--- src/rtl/xfer_cls_pkg.sv ---
package xfer_cls_pkg;

  localparam int unsigned KIND_W = 3;
  localparam int unsigned CODE_W = 4;
  localparam int unsigned IDX_W  = 5;

  localparam logic [KIND_W-1:0] KIND_DIRECT   = 3'd0;
  localparam logic [KIND_W-1:0] KIND_INDIRECT = 3'd1;
  localparam logic [KIND_W-1:0] KIND_BRANCH   = 3'd2;
  localparam logic [KIND_W-1:0] KIND_POPRET   = 3'd3;
  localparam logic [KIND_W-1:0] KIND_TRAP     = 3'd4;
  localparam logic [KIND_W-1:0] KIND_TRET     = 3'd5;
  localparam logic [KIND_W-1:0] KIND_LAST     = KIND_TRET;

  localparam logic [IDX_W-1:0] LINK_PRIMARY   = 5'd1;
  localparam logic [IDX_W-1:0] LINK_ALTERNATE = 5'd5;

  typedef enum logic [CODE_W-1:0] {
    XT_NONE       = 4'd0,
    XT_EXCEPTION  = 4'd1,
    XT_INTERRUPT  = 4'd2,
    XT_TRAP_RET   = 4'd3,
    XT_BR_NOTTAKE = 4'd4,
    XT_BR_TAKEN   = 4'd5,
    XT_IND_CALL   = 4'd8,
    XT_DIR_CALL   = 4'd9,
    XT_IND_JUMP   = 4'd10,
    XT_DIR_JUMP   = 4'd11,
    XT_CO_SWAP    = 4'd12,
    XT_RETURN     = 4'd13,
    XT_IND_OTHER  = 4'd14,
    XT_DIR_OTHER  = 4'd15
  } xfer_code_e;

  function automatic logic kind_is_legal(input logic [KIND_W-1:0] k);
    return k <= KIND_LAST;
  endfunction

  // Indirect refinement from link-register hits of rd and rs1.
  function automatic xfer_code_e indirect_code(
    input logic rd_pri, input logic rd_alt, input logic rd_zero,
    input logic rs_pri, input logic rs_alt);
    logic rd_link;
    logic rs_link;
    rd_link = rd_pri | rd_alt;
    rs_link = rs_pri | rs_alt;
    if ((rd_pri && !rs_alt) || (rd_alt && !rs_pri)) return XT_IND_CALL;
    if (rd_zero && !rs_link)                         return XT_IND_JUMP;
    if (rs_link && !rd_link)                         return XT_RETURN;
    if ((rd_pri && rs_alt) || (rd_alt && rs_pri))    return XT_CO_SWAP;
    return XT_IND_OTHER;
  endfunction

  function automatic xfer_code_e direct_code(
    input logic rd_link, input logic rd_zero);
    if (rd_link) return XT_DIR_CALL;
    if (rd_zero) return XT_DIR_JUMP;
    return XT_DIR_OTHER;
  endfunction

  function automatic xfer_code_e trap_code(input logic is_async);
    return is_async ? XT_INTERRUPT : XT_EXCEPTION;
  endfunction

  function automatic xfer_code_e branch_code(input logic taken);
    return taken ? XT_BR_TAKEN : XT_BR_NOTTAKE;
  endfunction

endpackage

--- src/rtl/xfer_link_decode.sv ---
module xfer_link_decode #(
  parameter int unsigned IDX_W = 5
) (
  input  logic [IDX_W-1:0] idx,
  output logic             hit_pri,
  output logic             hit_alt
);
  import xfer_cls_pkg::*;

  always_comb begin
    hit_pri = (idx == IDX_W'(LINK_PRIMARY));
    hit_alt = (idx == IDX_W'(LINK_ALTERNATE));
  end

endmodule

--- src/rtl/xfer_type_select.sv ---
module xfer_type_select #(
  parameter int unsigned XLEN   = 32,
  parameter int unsigned IDX_W  = 5,
  parameter int unsigned KIND_W = 3,
  parameter int unsigned CODE_W = 4
) (
  input  logic [KIND_W-1:0] kind,
  input  logic              taken,
  input  logic              is_async,
  input  logic              compressed,
  input  logic [IDX_W-1:0]  rd_idx,
  input  logic              rd_pri,
  input  logic              rd_alt,
  input  logic              rs_pri,
  input  logic              rs_alt,
  input  logic [XLEN-1:0]   src_pc,
  input  logic [XLEN-1:0]   tgt_pc,
  output logic              legal,
  output logic [CODE_W-1:0] code,
  output logic [XLEN-1:0]   tgt_sel
);
  import xfer_cls_pkg::*;

  localparam logic [XLEN-1:0] STEP_SHORT = XLEN'(2);
  localparam logic [XLEN-1:0] STEP_LONG  = XLEN'(4);

  function automatic logic [XLEN-1:0] seq_next(
    input logic [XLEN-1:0] pc, input logic short_insn);
    return pc + (short_insn ? STEP_SHORT : STEP_LONG);
  endfunction

  logic       rd_zero;
  xfer_code_e sel;

  always_comb begin
    rd_zero = (rd_idx == '0);
    legal   = kind_is_legal(kind);
    tgt_sel = tgt_pc;
    unique case (kind)
      KIND_DIRECT:   sel = direct_code(rd_pri | rd_alt, rd_zero);
      KIND_INDIRECT: sel = indirect_code(rd_pri, rd_alt, rd_zero, rs_pri, rs_alt);
      KIND_BRANCH: begin
        sel = branch_code(taken);
        if (!taken) tgt_sel = seq_next(src_pc, compressed);
      end
      KIND_POPRET:   sel = XT_RETURN;
      KIND_TRAP:     sel = trap_code(is_async);
      KIND_TRET:     sel = XT_TRAP_RET;
      default:       sel = XT_NONE;
    endcase
    code = CODE_W'(sel);
  end

endmodule

--- src/rtl/xfer_stage_reg.sv ---
module xfer_stage_reg #(
  parameter int unsigned W = 1
) (
  input  logic         clk,
  input  logic         rst_n,
  input  logic         en,
  input  logic [W-1:0] d,
  output logic [W-1:0] q
);
  always_ff @(posedge clk) begin
    if (!rst_n)  q <= '0;
    else if (en) q <= d;
  end
endmodule

--- src/rtl/xfer_type_classifier.sv ---
module xfer_type_classifier #(
  parameter int unsigned XLEN = 32
) (
  input  logic            clk,
  input  logic            rst_n,
  input  logic            ev_valid,
  input  logic [2:0]      ev_kind,
  input  logic            ev_taken,
  input  logic            ev_async,
  input  logic            ev_compressed,
  input  logic [4:0]      rd_idx,
  input  logic [4:0]      rs1_idx,
  input  logic [XLEN-1:0] src_pc,
  input  logic [XLEN-1:0] tgt_pc,
  output logic            out_valid,
  output logic [3:0]      out_type,
  output logic [XLEN-1:0] out_src,
  output logic [XLEN-1:0] out_tgt
);
  import xfer_cls_pkg::*;

  localparam int unsigned NUM_IDX = 2;

  // Named internal events, observed by the bound checker.
  logic              rd_is_pri, rd_is_alt, rs_is_pri, rs_is_alt;
  logic              kind_ok;
  logic              ev_fire;
  logic [CODE_W-1:0] next_code;
  logic [XLEN-1:0]   next_tgt;

  logic [IDX_W-1:0] idx_vec [NUM_IDX];
  logic [NUM_IDX-1:0] pri_vec, alt_vec;

  assign idx_vec[0] = rd_idx;
  assign idx_vec[1] = rs1_idx;

  for (genvar g = 0; g < NUM_IDX; g++) begin : g_link
    xfer_link_decode #(.IDX_W(IDX_W)) dec_i (
      .idx     (idx_vec[g]),
      .hit_pri (pri_vec[g]),
      .hit_alt (alt_vec[g])
    );
  end

  assign rd_is_pri = pri_vec[0];
  assign rd_is_alt = alt_vec[0];
  assign rs_is_pri = pri_vec[1];
  assign rs_is_alt = alt_vec[1];

  xfer_type_select #(
    .XLEN(XLEN), .IDX_W(IDX_W), .KIND_W(KIND_W), .CODE_W(CODE_W)
  ) sel_i (
    .kind       (ev_kind),
    .taken      (ev_taken),
    .is_async   (ev_async),
    .compressed (ev_compressed),
    .rd_idx     (rd_idx),
    .rd_pri     (rd_is_pri),
    .rd_alt     (rd_is_alt),
    .rs_pri     (rs_is_pri),
    .rs_alt     (rs_is_alt),
    .src_pc     (src_pc),
    .tgt_pc     (tgt_pc),
    .legal      (kind_ok),
    .code       (next_code),
    .tgt_sel    (next_tgt)
  );

  assign ev_fire = ev_valid & kind_ok;

  logic [CODE_W:0] vt_d, vt_q;
  assign vt_d = ev_fire ? {1'b1, next_code} : {1'b0, CODE_W'(XT_NONE)};

  xfer_stage_reg #(.W(CODE_W + 1)) vt_reg_i (
    .clk(clk), .rst_n(rst_n), .en(1'b1), .d(vt_d), .q(vt_q)
  );

  xfer_stage_reg #(.W(XLEN)) src_reg_i (
    .clk(clk), .rst_n(rst_n), .en(ev_fire), .d(src_pc), .q(out_src)
  );

  xfer_stage_reg #(.W(XLEN)) tgt_reg_i (
    .clk(clk), .rst_n(rst_n), .en(ev_fire), .d(next_tgt), .q(out_tgt)
  );

  assign out_valid = vt_q[CODE_W];
  assign out_type  = vt_q[CODE_W-1:0];

endmodule

--- config.mk ---
export PLATFORM = sky130hd
export DESIGN_NAME = xfer_type_classifier
export DESIGN_NICKNAME = d
export VERILOG_FILES = /design/src/rtl/xfer_cls_pkg.sv /design/src/rtl/xfer_link_decode.sv /design/src/rtl/xfer_type_select.sv /design/src/rtl/xfer_stage_reg.sv /design/src/rtl/xfer_type_classifier.sv
export SDC_FILE = /design/constraint.sdc
export NUM_CORES = 1
export LEC_CHECK = 0
export BUFFER_PORTS_ARGS = -buffer_cell sky130_fd_sc_hd__buf_2
export CAP_MARGIN = 20
export CORE_UTILIZATION = 50
export CTS_CLUSTER_DIAMETER = 80
export DETAILED_ROUTE_END_ITERATION = 16
export PLACE_DENSITY = 0.9
export SLEW_MARGIN = 5
export SYNTH_ARGS = -nofsm -noshare
export SYNTH_HDL_FRONTEND = slang
export SYNTH_SLANG_ARGS = --single-unit
--- constraint.sdc ---
create_clock -name clk -period 3.74 [get_ports clk]
set_clock_uncertainty 0.2 [all_clocks]
set_input_delay 0.187 -clock clk [delete_from_list [all_inputs] [get_ports clk]]
set_output_delay 0.187 -clock clk [all_outputs]
set_load 0.05 [all_outputs]
# Word level (Yosys, flattened, before mapping)
# Index checks and enable logic that the tools add are counted.
[word_totals]
ff_bits = 69
latch_bits = 0
mem_bits_rw = 0
mem_bits_ro = 0
input_bits = 83
out_inout_bits = 69
wordCells = 71
n_memories = 0
[classes]
n_addsub = 1
n_mul = 0
n_div = 0
n_lt_le_gt_ge = 1
eq_ne = 9
shift = 0
muxes = 38
bitwise = 3
n_reduce_logical = 15
[op_table]
columns = ["op", "n"]
rows = [
  ["2-to-1 mux 32 bit", 2],
  ["2-to-1 mux 4 bit", 12],
  ["adder 32 bit", 1],
  ["one-hot mux 4 bit (6 select lines)", 1],
  ["2-to-1 mux 1 bit", 20],
  ["equality test 5 x 1 -> 1 bit (second input constant)", 2],
  ["equality test 5 x 3 -> 1 bit (second input constant)", 2],
  ["equality test 3 x 2 -> 1 bit (second input constant)", 2],
  ["equality test 3 bit (second input constant)", 2],
  ["logical AND 1 bit", 6],
  ["logical NOT 5 bit", 1],
  ["2-to-1 mux 5 bit", 1],
  ["logical NOT 1 bit", 4],
  ["equality test 3 x 1 -> 1 bit (second input constant)", 1],
  ["<= comparator 3 bit (second input constant)", 1],
  ["logical NOT 3 bit", 1],
  ["2-to-1 mux 3 bit", 1],
  ["logical OR 1 bit", 2],
  ["2-to-1 mux 2 bit", 1],
  ["bitwise OR 1 bit", 2],
  ["AND reduction 2 bit", 1],
  ["bitwise AND 1 bit", 1],
]

# Longest topological paths before layout
# Gate-level depths: netlist of the first run.
[depth]
depth_word = 21
mapped_depth = 9
mapped_depth_nobuf = 8

# Cells and area by module
# From an unflattened synthesis of the first run, not the netlist that was laid out.
[unflattened]
hier_cells = 429
hier_area_um2 = 3988.8
[modules_own_cells]
columns = ["mod", "instances", "cells_per_inst", "area_per_inst_um2", "seq_area_each_um2"]
rows = [
  ["xfer_stage_reg (src_reg_i ...)", 2, 103, 1243.7, 640.6],
  ["xfer_type_select", 1, 195, 1184.9, 0.0],
  ["xfer_stage_reg (vt_reg_i)", 1, 16, 192.7, 100.1],
  ["xfer_link_decode", 2, 3, 43.8, 0.0],
  ["xfer_type_classifier", 1, 6, 36.3, 0.0],
]

# Worst setup path before layout of the first run
# Ideal clock, no wire load.
[synth_timing]
kind = "input to register"
start = "input port ev_compressed"
end = "register tgt_reg_i.q[17]"
setup_time_ps = 134
arrival_time_ps = 1768
required_ps = 3406
slack_ps = 1638
cell_stages = 9
path_buffers = 1
cell_sequence = "ha_1 > inv_1 > fa_1 > and4b_1 > buf_2 > and3_1 > nor2b_1 > xnor2_1 > o22ai_1"
[synth_via]
elab_chain_len = 4
[synth_rtl]
columns = ["item", "line_no", "rtl"]
rows = [
  ["from (decl)", "xfer_type_classifier.sv:10", "input logic ev_compressed,"],
  ["2-to-1 mux 3 bit", "xfer_type_select.sv:29", "return pc + (short_insn ? STEP_SHORT : STEP_LONG);"],
  ["adder 32 bit", "xfer_type_select.sv:29", ""],
  ["2-to-1 mux 32 bit", "xfer_type_select.sv:44", "if (!taken) tgt_sel = seq_next(src_pc, compressed);"],
  ["2-to-1 mux 32 bit", "xfer_type_select.sv:39", "unique case (kind)"],
  ["to (signal assigned)", "xfer_stage_reg.sv:11", "if (!rst_n) q <= '0;"],
  ["to (signal assigned)", "xfer_stage_reg.sv:12", "else if (en) q <= d;"],
  ["to (decl)", "xfer_stage_reg.sv:8", "output logic [W-1:0] q"],
]
# Every way passes these cells.
# A chain may end at the register's enable or synchronous reset.

# Final worst setup path of the first run
[layout_timing]
start = "input port src_pc[1]"
end = "register tgt_reg_i.q[31]"
[layout_via]
elab_chain_len = 3
[layout_rtl]
columns = ["item", "line_no", "rtl"]
rows = [
  ["from (decl)", "xfer_type_classifier.sv:13", "input logic [XLEN-1:0] src_pc,"],
  ["adder 32 bit", "xfer_type_select.sv:29", ""],
  ["2-to-1 mux 32 bit", "xfer_type_select.sv:44", ""],
  ["2-to-1 mux 32 bit", "xfer_type_select.sv:39", ""],
]
# Every way passes these cells.

==> results of run 1 <==
cell type report:
| cell class | count | area share, % |
|---|---|---|
| clock buffer | 10 | 2.765 |
| timing repair buffer | 220 | 28.91 |
| sequential | 69 | 27.75 |
| multi-input combinational | 304 | 35.90 |
| clock inverter | 6 | 2.212 |
| tap | 77 | 1.936 |
| inverter | 7 | 0.5279 |
flip-flops by register name, summed over array words and instances, names as in the netlist:
register and flops:
vt_reg_i.q 5, tgt_reg_i.q 32, src_reg_i.q 32
layer usage:
layer | track usage [%] | share of wire (%) | up-vias
li1 | - | - | 1858
met1 | 39.32 | 38 | 1869
met2 | 56.26 | 51 | 231
met3 | 5.865 | 7.5 | 46
met4 | 16.77 | 4.0 | 0
met5 | 0 | 0 | -
placed cells by master, fill, tap and decap left out, types with 7 or more instances in the layout:
cell type      count
nand4_1           14
nand3_1           15
clkbuf_8          10
dfxtp_1           69
a22oi_1           17
xor2_1            17
nor2_1            24
xnor2_1           10
a21oi_1           40
o22ai_1           16
buf_2            151
dlygate4sd3_1     66
and3_1             7
nand2_1           86
cells by family (layout without fill, tap and decap cells):
logic type / after synthesis / in the layout
xor gates and xnor gates: 27 / 27
muxes: 1 / 1
adders and majority gates: 3 / 3
and+or+nand+nor: 172 / 172
AOI/OAI and AO/OA: 101 / 101
DFF: 69 / 69
buffers and inverters: 34 / 243
power by group:
part	switching [W]	internal (W)
sequential	0.0000228	0.000779
clock	0.000298	0.000460
combinational	0.000322	0.000164
path summary, 6_finish.rpt:
| kind | startpoint | to | slack (ns) | cells past startpoint |
|---|---|---|---|---|
| setup / recovery | src_pc[1] | tgt_reg_i.q[31] | 0.79 | 10 |
| hold / removal | tgt_pc[20] | tgt_reg_i.q[20] | 0.006 | 3 |
| setup reg to reg | tgt_reg_i.q[31] | tgt_reg_i.q[31] | 2.22 | 4 |
| hold reg to reg | src_reg_i.q[14] | src_reg_i.q[14] | 0.26 | 2 |
metrics by stage:
step / setup WS, ns / hold slack (ns) / utilization, % / total power [W]
global placement: 1.267 / 0.2259 / 64.08 / 0.001229
detailed placement: 1.151 / 0.2416 / 64.08 / 0.001240
global route: 0.6840 / 0.01048 / 78.38 / 0.002118
CTS: 0.8313 / 0.01152 / 78.23 / 0.002035
floorplan: 1.638 / 0.1230 / - / 0.001100
finish: 0.7884 / 0.005534 / 78.38 / 0.002047
worst reg2reg max path, stage by stage, from the launching register on:
cell,delay [ns]
dfxtp_1,0.31
and3_1,0.13
a31oi_1,0.13
o21ai_1,0.08
dlygate4sd3_1,0.57
==> reports/metrics.cfg, run 1 <==
[flow_run]
max-cap-violations = 0

[min_path]
hold_class = in2reg

[floorplan]
die_y_um = 83.14
num_rows = 29
dieWidth_um = 83.14
dieArea_um2 = 6912
core-area_um2 = 6350
start_util_pct = 51.84
io_pins = 152

[synth]
async_flop_share_pct = 0
yosysTopAreaCellShare_pct = 41.96
synthFlopType = dfxtp_1
synth-compound-area-share_pct = 19.65
synth_mux_area_share_pct = 0.3041
synth_simple_gate_area_share_pct = 25.43
synth_top_cell_by_area = dfxtp_1
synth_enable_flop_cells = 0
synth_top_family_by_area = simple AND/OR/NAND/NOR gates
synth.avg_cell_area_um2 = 8.088
synth_xor_area_share_pct = 7.184
syn_area_um2 = 3292
synth.most_common_cell = nand2_1
yosys_warnings = 0
syn_inst = 407
synth_fa_ha_area_share_pct = 1.368
yosys-top-cells-count = nand2_1 (86), dfxtp_1 (69), a21oi_1 (40)
ys_top_cells_by_area = dfxtp_1 (42%), nand2_1 (9.8%), a21oi_1 (6.1%), xor2_1 (4.5%), a22oi_1 (3.9%)
ys_ff_latch = 69
synth_nets = 493
synth_seq_area_share_pct = 41.96
ys_types = 50

[worst_setup_path]
path_delay_family = buffers and inverters
path_max_fanout = 9
criticalPathCategory = in2reg
cpPeakStageDelay_ns = 0.57
path_cells = dlygate4sd3_1 -> buf_2 -> ha_1 -> inv_1 -> fa_1 -> and4b_1 -> nand4_1 -> xor2_1 -> o21ai_1 -> dlygate4sd3_1
crit_slowest_cell = dlygate4sd3_1
crit_arrival_ns = 2.98
cp_num_buf_inv = 4
endpoint_kind = flop
crit_required_ns = 3.77
crit_top_cell = dlygate4sd3_1
startpoint_type = input pin

[layout]
area_growth_pct = 51.20
seq_area_um2 = 1381
drive_above_1_share_pct = 29.22
final_area_um2 = 4977
multi_input_area_um2 = 1787
layout.nets = 697
num-fill-cells = 439
stdcell_count = 693
antenna_cells = 0

[clocking]
cts.repair.resized = 0
clock_latency_ns = 0.35
postCtsSetupRepairBufs = 0
clock_path_buffers = 2
cts.sinks = 69
clkTransAtPathRegs_ns = 0.07
cts_hold_buf = 65
cts_htree_levels = 3
tritoncts = yes
cts-root-buf = clkbuf_8
cts_made_buffers = 9

[global_routing]
grt_pass1_wl_mm = 18.43
overflow = 0
grt_pass1_vias = 3911
grtUsageTotal_pct = 32.84
antenna_found_initial = 0
grt_max_degree = 55

[place]
place_hpwl_mm = 7.083
routabilityCongestion = 0.8477
placed_area_um2 = 4069
io_buffers = 151
dpl.cell_count = 611

[route]
avgRoutedWirePerCell_um = 16.68
drtPass1Iterations = 5
avgViaCountPerCell = 5.778
finalWirelength_mm = 11.56
vias = 4004
initialDrtViolationCount = 269
ant_nets = 0
drcViolationCount = 0

[sta]
fin_crit_sh_pct = 78.92
slew_viol_final = 0
finalSetupViolCount = 0
rsz0062_at_grt = false
period_needed_ns = 2.952
hold_viol_final = 0
tightestPinTransition_ns = 0.9500
fmax_mhz = 338.8
tns_ns = 0
relSlewSlack_pct = 36.67

[power_and_ir_drop]
power_density_nw_per_um2 = 411.2
p_leak_nw = 2.221
ir_worst_vdd_uv = 329.4

[status]
status = finished clean

Power figures use the tool's default switching activity.
==> inputs of run 2 (changes only) <==
- CORE_UTILIZATION: 50 -> 42
- PLACE_DENSITY: 0.9 -> 0.81
- clock period: 3.74 -> 2.5 ns (I/O delays scaled with it)
==> run 2 against run 1 <==
Against the previous run: final area is 5.4% higher; cell count is 7.4% higher; power is 44% higher; first-iteration DRC count is 8.9% higher; sequential power is 50% higher; combinational power is 57% higher; clock power is 29% higher; register-to-register slack worse by 1.3 ns; die area is 19% higher; routed wire length is 6.5% higher; worst setup slack worse by 0.68 ns; count of clock-buffer cells in the layout is 1 higher; critical path type unchanged; largest power group unchanged.
==> reports/metrics.cfg, run 2 (synthesis results as in run 1) <==
[layout]
num-fill-cells = 587
area_growth_pct = 59.33
largestRegisters = src_reg_i.q (32), tgt_reg_i.q (32), vt_reg_i.q (5)
final_common_cell = buf_2
drive_above_1_share_pct = 29.30
multi_input_area_um2 = 1797
seq_area_um2 = 1381
final_cell_mix = buf_2 (151), nand2_1 (86), dlygate4sd3_1 (86)
layout.nets = 726
final_util_pct = 70.80
antenna_cells = 0

[worst_setup_path]
reg2reg_setup_slack_ns = 0.93
path_cells = dlygate4sd3_1 -> buf_2 -> nand3_1 -> nor3_4 -> nand4_1 -> xor2_1 -> o21ai_1 -> dlygate4sd3_1
crit_required_ns = 2.53
crit_slowest_cell = dlygate4sd3_1
cp_num_buf_inv = 3
startpoint_type = input pin
criticalPathCategory = in2reg
crit_arrival_ns = 2.42
path_max_fanout = 7
endpoint_kind = flop
cpPeakStageDelay_ns = 0.58
crit_top_cell = dlygate4sd3_1
path_delay_family = buffers and inverters

[route]
vias = 4096
ant_nets = 0
drcViolationCount = 0
initialDrtViolationCount = 293
avgRoutedWirePerCell_um = 16.54
finalWirelength_mm = 12.31
avgViaCountPerCell = 5.505
drtPass1Iterations = 5

[sta]
finalSetupViolCount = 0
fmax_mhz = 417.9
hold_viol_final = 0
period_needed_ns = 2.393
fin_crit_sh_pct = 95.72
hold_slack_ns = 0.009232
relSlewSlack_pct = 44.63
tightestPinTransition_ns = 0.8296
slew_viol_final = 0

[floorplan]
dieWidth_um = 90.53
start_util_pct = 44.44
core-area_um2 = 7408
io_pins = 152
die_y_um = 90.53
dieArea_um2 = 8196
num_rows = 31

[clocking]
cts-root-buf = clkbuf_8
clock_path_buffers = 2
clkTransAtPathRegs_ns = 0.07
cts.sinks = 69
clock_latency_ns = 0.33
cts_htree_levels = 3
tritoncts = yes
cts_made_buffers = 9

[power_and_ir_drop]
power_density_nw_per_um2 = 561.3
ir_worst_vdd_uv = 367.3
p_leak_nw = 2.370

[global_routing]
overflow = 0
grt_max_degree = 60
grt_pass1_vias = 4163
antenna_found_initial = 0
grtUsageTotal_pct = 30.55
grt_pass1_wl_mm = 19.94

[flow_run]
max-cap-violations = 0

[place]
place_hpwl_mm = 7.373
routabilityCongestion = 0.7808
io_buffers = 151

[min_path]
hold_class = in2reg

[status]
status = finished clean

-- run 2: cell types whose count changed in the layout (fill, tap and decap cells not counted), moves of 2 or more --
| cell | delta |
|---|---|
| dlygate4sd3_1 | +20 |
| clkinv_2 | +2 |
| clkinvlp_4 | -2 |
| clkbuf_1 | +2 |
| buf_4 | +8 |
-- run 2: metrics by stage --
step	total power [W]	worst slack (ns)	instance area, um^2	cells	setup TNS [ns]
floorplan	0.001645	0.4603	3292	407	0
global placement	0.001849	0.3192	4141	639	0
detailed placement	0.001862	0.2719	4141	639	0
CTS	0.002929	0.008335	5209	741	0
global route	0.003070	-0.02615	5245	744	-0.02615
finish	0.002944	0.1070	5245	744	0
-- run 2: area by class of cell --
cell class	instances	area share [%]
timing repair buffer	249	32.61
clock inverter	5	1.431
inverter	7	0.5010
tap	99	2.362
clock buffer	11	2.505
sequential	69	26.34
multi-input combinational	304	34.26
-- run 2: metal layers --
layer  track usage, %  up-vias  part of all wire [%]
li1                 -     1916                     -
met5                0        -                     0
met4            16.80        0                   4.1
met3            6.566       48                   6.1
met1            35.66     1936                    40
met2            51.83      196                    50
-- run 2: tightest hold or removal path: cells and delay by family --
kind / cells / cell delay (ns)
buf+inv: 1 / 0.15
simple gates: 2 / 0.23
-- run 2: power breakdown --
part / leakage [nW] / internal [W] / switching, W
combinational: 1.70 / 0.000273 / 0.000493
clock: 0.107 / 0.000558 / 0.000420
sequential: 0.567 / 0.00117 / 0.0000336
-- run 2: final timing paths --
kind	from	end	cells after the start
setup / recovery	src_pc[10]	tgt_reg_i.q[31]	8
hold / removal	ev_kind[0]	vt_reg_i.q[3]	3
setup reg to reg	tgt_reg_i.q[31]	tgt_reg_i.q[31]	4
hold reg to reg	src_reg_i.q[8]	src_reg_i.q[8]	2
-- run 2: timing repair --
action                                 CTS  global route
gates resized for setup                  0             3
endpoints found under the hold margin   68             0
buffers inserted                         0             3
setup endpoints to repair                0             4
hold buffers                            86             0
==> inputs of run 3 (changes only) <==
- CORE_UTILIZATION: 42 -> 47
- GPL_ROUTABILITY_DRIVEN: unset -> 1
- PLACE_DENSITY: 0.81 -> 0.85
- clock period: 2.5 -> 2.3 ns (I/O delays scaled with it)
==> run 3 against run 2 <==
Against the previous run: the run now ends with design-rule violations left; clock power is 15% higher; combinational power is 8.5% higher; count of clock-buffer cells in the layout is 1 lower; first-iteration DRC count is 35% higher; cell count is 0.94% lower; critical path depth is 1 higher; worst setup slack worse by 0.078 ns; sequential power is 8% higher; final area is 0.36% lower; utilization is 6.1 points higher; register-to-register slack worse by 0.18 ns; via count is 1.0% higher.
==> reports/metrics.cfg, run 3 (synthesis results as in run 1) <==
[min_path]
hold_class = in2reg
holdCritStartpoint = src_pc[19]
min_delay_path_depth = 4
holdPathEnd = tgt_reg_i.q[20]

[place]
routabilityCongestion = 0.8148
place_ws_ns = 0.08357
io_buffers = 151
placed_area_um2 = 4130
place_hpwl_mm = 7.343

[global_routing]
grt_pass1_vias = 4133
overflow = 0
grt_pass1_wl_mm = 18.93
grt_max_degree = 60
antenna_found_initial = 0
grtUsageTotal_pct = 32.79

[layout]
area_growth_pct = 58.76
antenna_cells = 0
final_util_pct = 76.92
final_common_cell = buf_2
final_area_um2 = 5226
drive_above_1_share_pct = 30.11
largestRegisters = src_reg_i.q (32), tgt_reg_i.q (32), vt_reg_i.q (5)
num-fill-cells = 472
layout.nets = 722
final_cell_mix = buf_2 (150), nand2_1 (86), dlygate4sd3_1 (82)

[power_and_ir_drop]
ir_worst_vdd_uv = 385.2
p_leak_nw = 2.348
power_density_nw_per_um2 = 623.5

[worst_setup_path]
r2r-start = tgt_reg_i.q[31]
crit_required_ns = 2.38
reg2reg_setup_slack_ns = 0.75
cpPeakStageDelay_ns = 0.60
path_max_fanout = 6
crit_top_cell = dlygate4sd3_1
endpoint_kind = flop
crit_slowest_cell = dlygate4sd3_1
crit_arrival_ns = 2.35
startpoint_type = input pin
r2r_cells = 4
criticalPathCategory = in2reg
path_cells = dlygate4sd3_1 -> buf_2 -> nand3_2 -> nor2_2 -> buf_4 -> xor2_1 -> nor2_1 -> o31ai_2 -> dlygate4sd3_1
r2r-end = tgt_reg_i.q[31]

[sta]
hold_slack_ns = 0.05051
hold_viol_final = 0
fmax_mhz = 440.4
setup_slack_ns = 0.02943
fin_crit_sh_pct = 98.72
relSlewSlack_pct = 34.22
finalSetupViolCount = 0
tightestPinTransition_ns = 0.9853
slew_viol_final = 0
rsz0062_at_grt = true
period_needed_ns = 2.271

[route]
drtPass1Iterations = 11
vias = 4138
initialDrtViolationCount = 395
avgRoutedWirePerCell_um = 16.66
avgViaCountPerCell = 5.615
ant_nets = 0
drcViolationCount = 1
finalWirelength_mm = 12.28

[floorplan]
io_pins = 152
die_y_um = 85.69
core-area_um2 = 6794
dieArea_um2 = 7343
start_util_pct = 48.45
dieWidth_um = 85.69
num_rows = 30

[status]
status = finished with violations
violations = design-rule violations

[clocking]
clock_latency_ns = 0.34
cts.sinks = 69
tritoncts = yes
cts_made_buffers = 9
clkTransAtPathRegs_ns = 0.08
clock_path_buffers = 2
cts-root-buf = clkbuf_8
cts_htree_levels = 3

[flow_run]
max-cap-violations = 0

[run 3: cell count changes in the layout (fill, tap and decap cells not counted), sizes merged]
| cell | previous run | this run |
|---|---|---|
| buf | 163 | 162 |
| dlygate4sd3 | 86 | 82 |
| clkinvlp | 0 | 1 |
[run 3: final cells by class]
class                           instances  area, um^2  area share [%]
Inverter                                7       26.28          0.5028
Timing Repair Buffer                  245        1673           32.01
Clock inverter                          6       86.33           1.652
Multi-Input combinational cell        304        1802           34.47
Clock buffer                           10       137.6           2.633
Tap cell                               96       120.1           2.298
Sequential cell                        69        1381           26.43
[run 3: worst max-delay path, delay by kind of cell]
family | cells | cell delay, ns
buffers and inverters | 4 | 1.45
and+or+nand+nor | 3 | 0.33
AOI/OAI and AO/OA | 1 | 0.25
xor gates and xnor gates | 1 | 0.19
[run 3: power by group]
group | total, W | internal [W] | switching [W]
Combinational | 0.000832 | 0.000293 | 0.000538
Sequential | 0.00130 | 0.00127 | 0.0000375
Clock | 0.00112 | 0.000638 | 0.000485
Total | 0.00326 | 0.00220 | 0.00106
[run 3: worst max path at each step]
stage	from	end	slack, ns	cells past startpoint
after floorplan	ev_compressed	tgt_reg_i.q[17]	0.27	9
after detailed placement	ev_compressed	tgt_reg_i.q[21]	0.08	9
final	src_pc[4]	tgt_reg_i.q[6]	0.03	9
after CTS	src_pc[12]	tgt_reg_i.q[31]	0.02	8
after global placement	ev_compressed	tgt_reg_i.q[17]	0.14	9
after global routing	ev_compressed	tgt_reg_i.q[7]	-0.06	11
[run 3: metrics by stage]
| step | cells | total power (W) | setup TNS (ns) |
|---|---|---|---|
| CTS | 734 | 0.003232 | 0 |
| global placement | 635 | 0.002005 | 0 |
| finish | 737 | 0.003259 | 0 |
| floorplan | 407 | 0.001788 | 0 |
| detailed placement | 635 | 0.002022 | 0 |
| global route | 737 | 0.003355 | -0.08596 |
[run 3: timing repair]
| action | CTS | global route |
|---|---|---|
| setup endpoints to repair | 0 | 5 |
| gates resized for setup | 0 | 6 |
| hold buffers | 83 | 0 |
| endpoints found under the hold margin | 68 | 0 |
| setup buffers | 0 | 4 |
[run 3: routing by layer]
layer  wire, um  share of wire [%]  track usage [%]
met1       4727                 38            37.64
met4        508                4.1            17.88
met2       6057                 49            57.67
met5          0                  0                0
met3        985                8.0            6.064
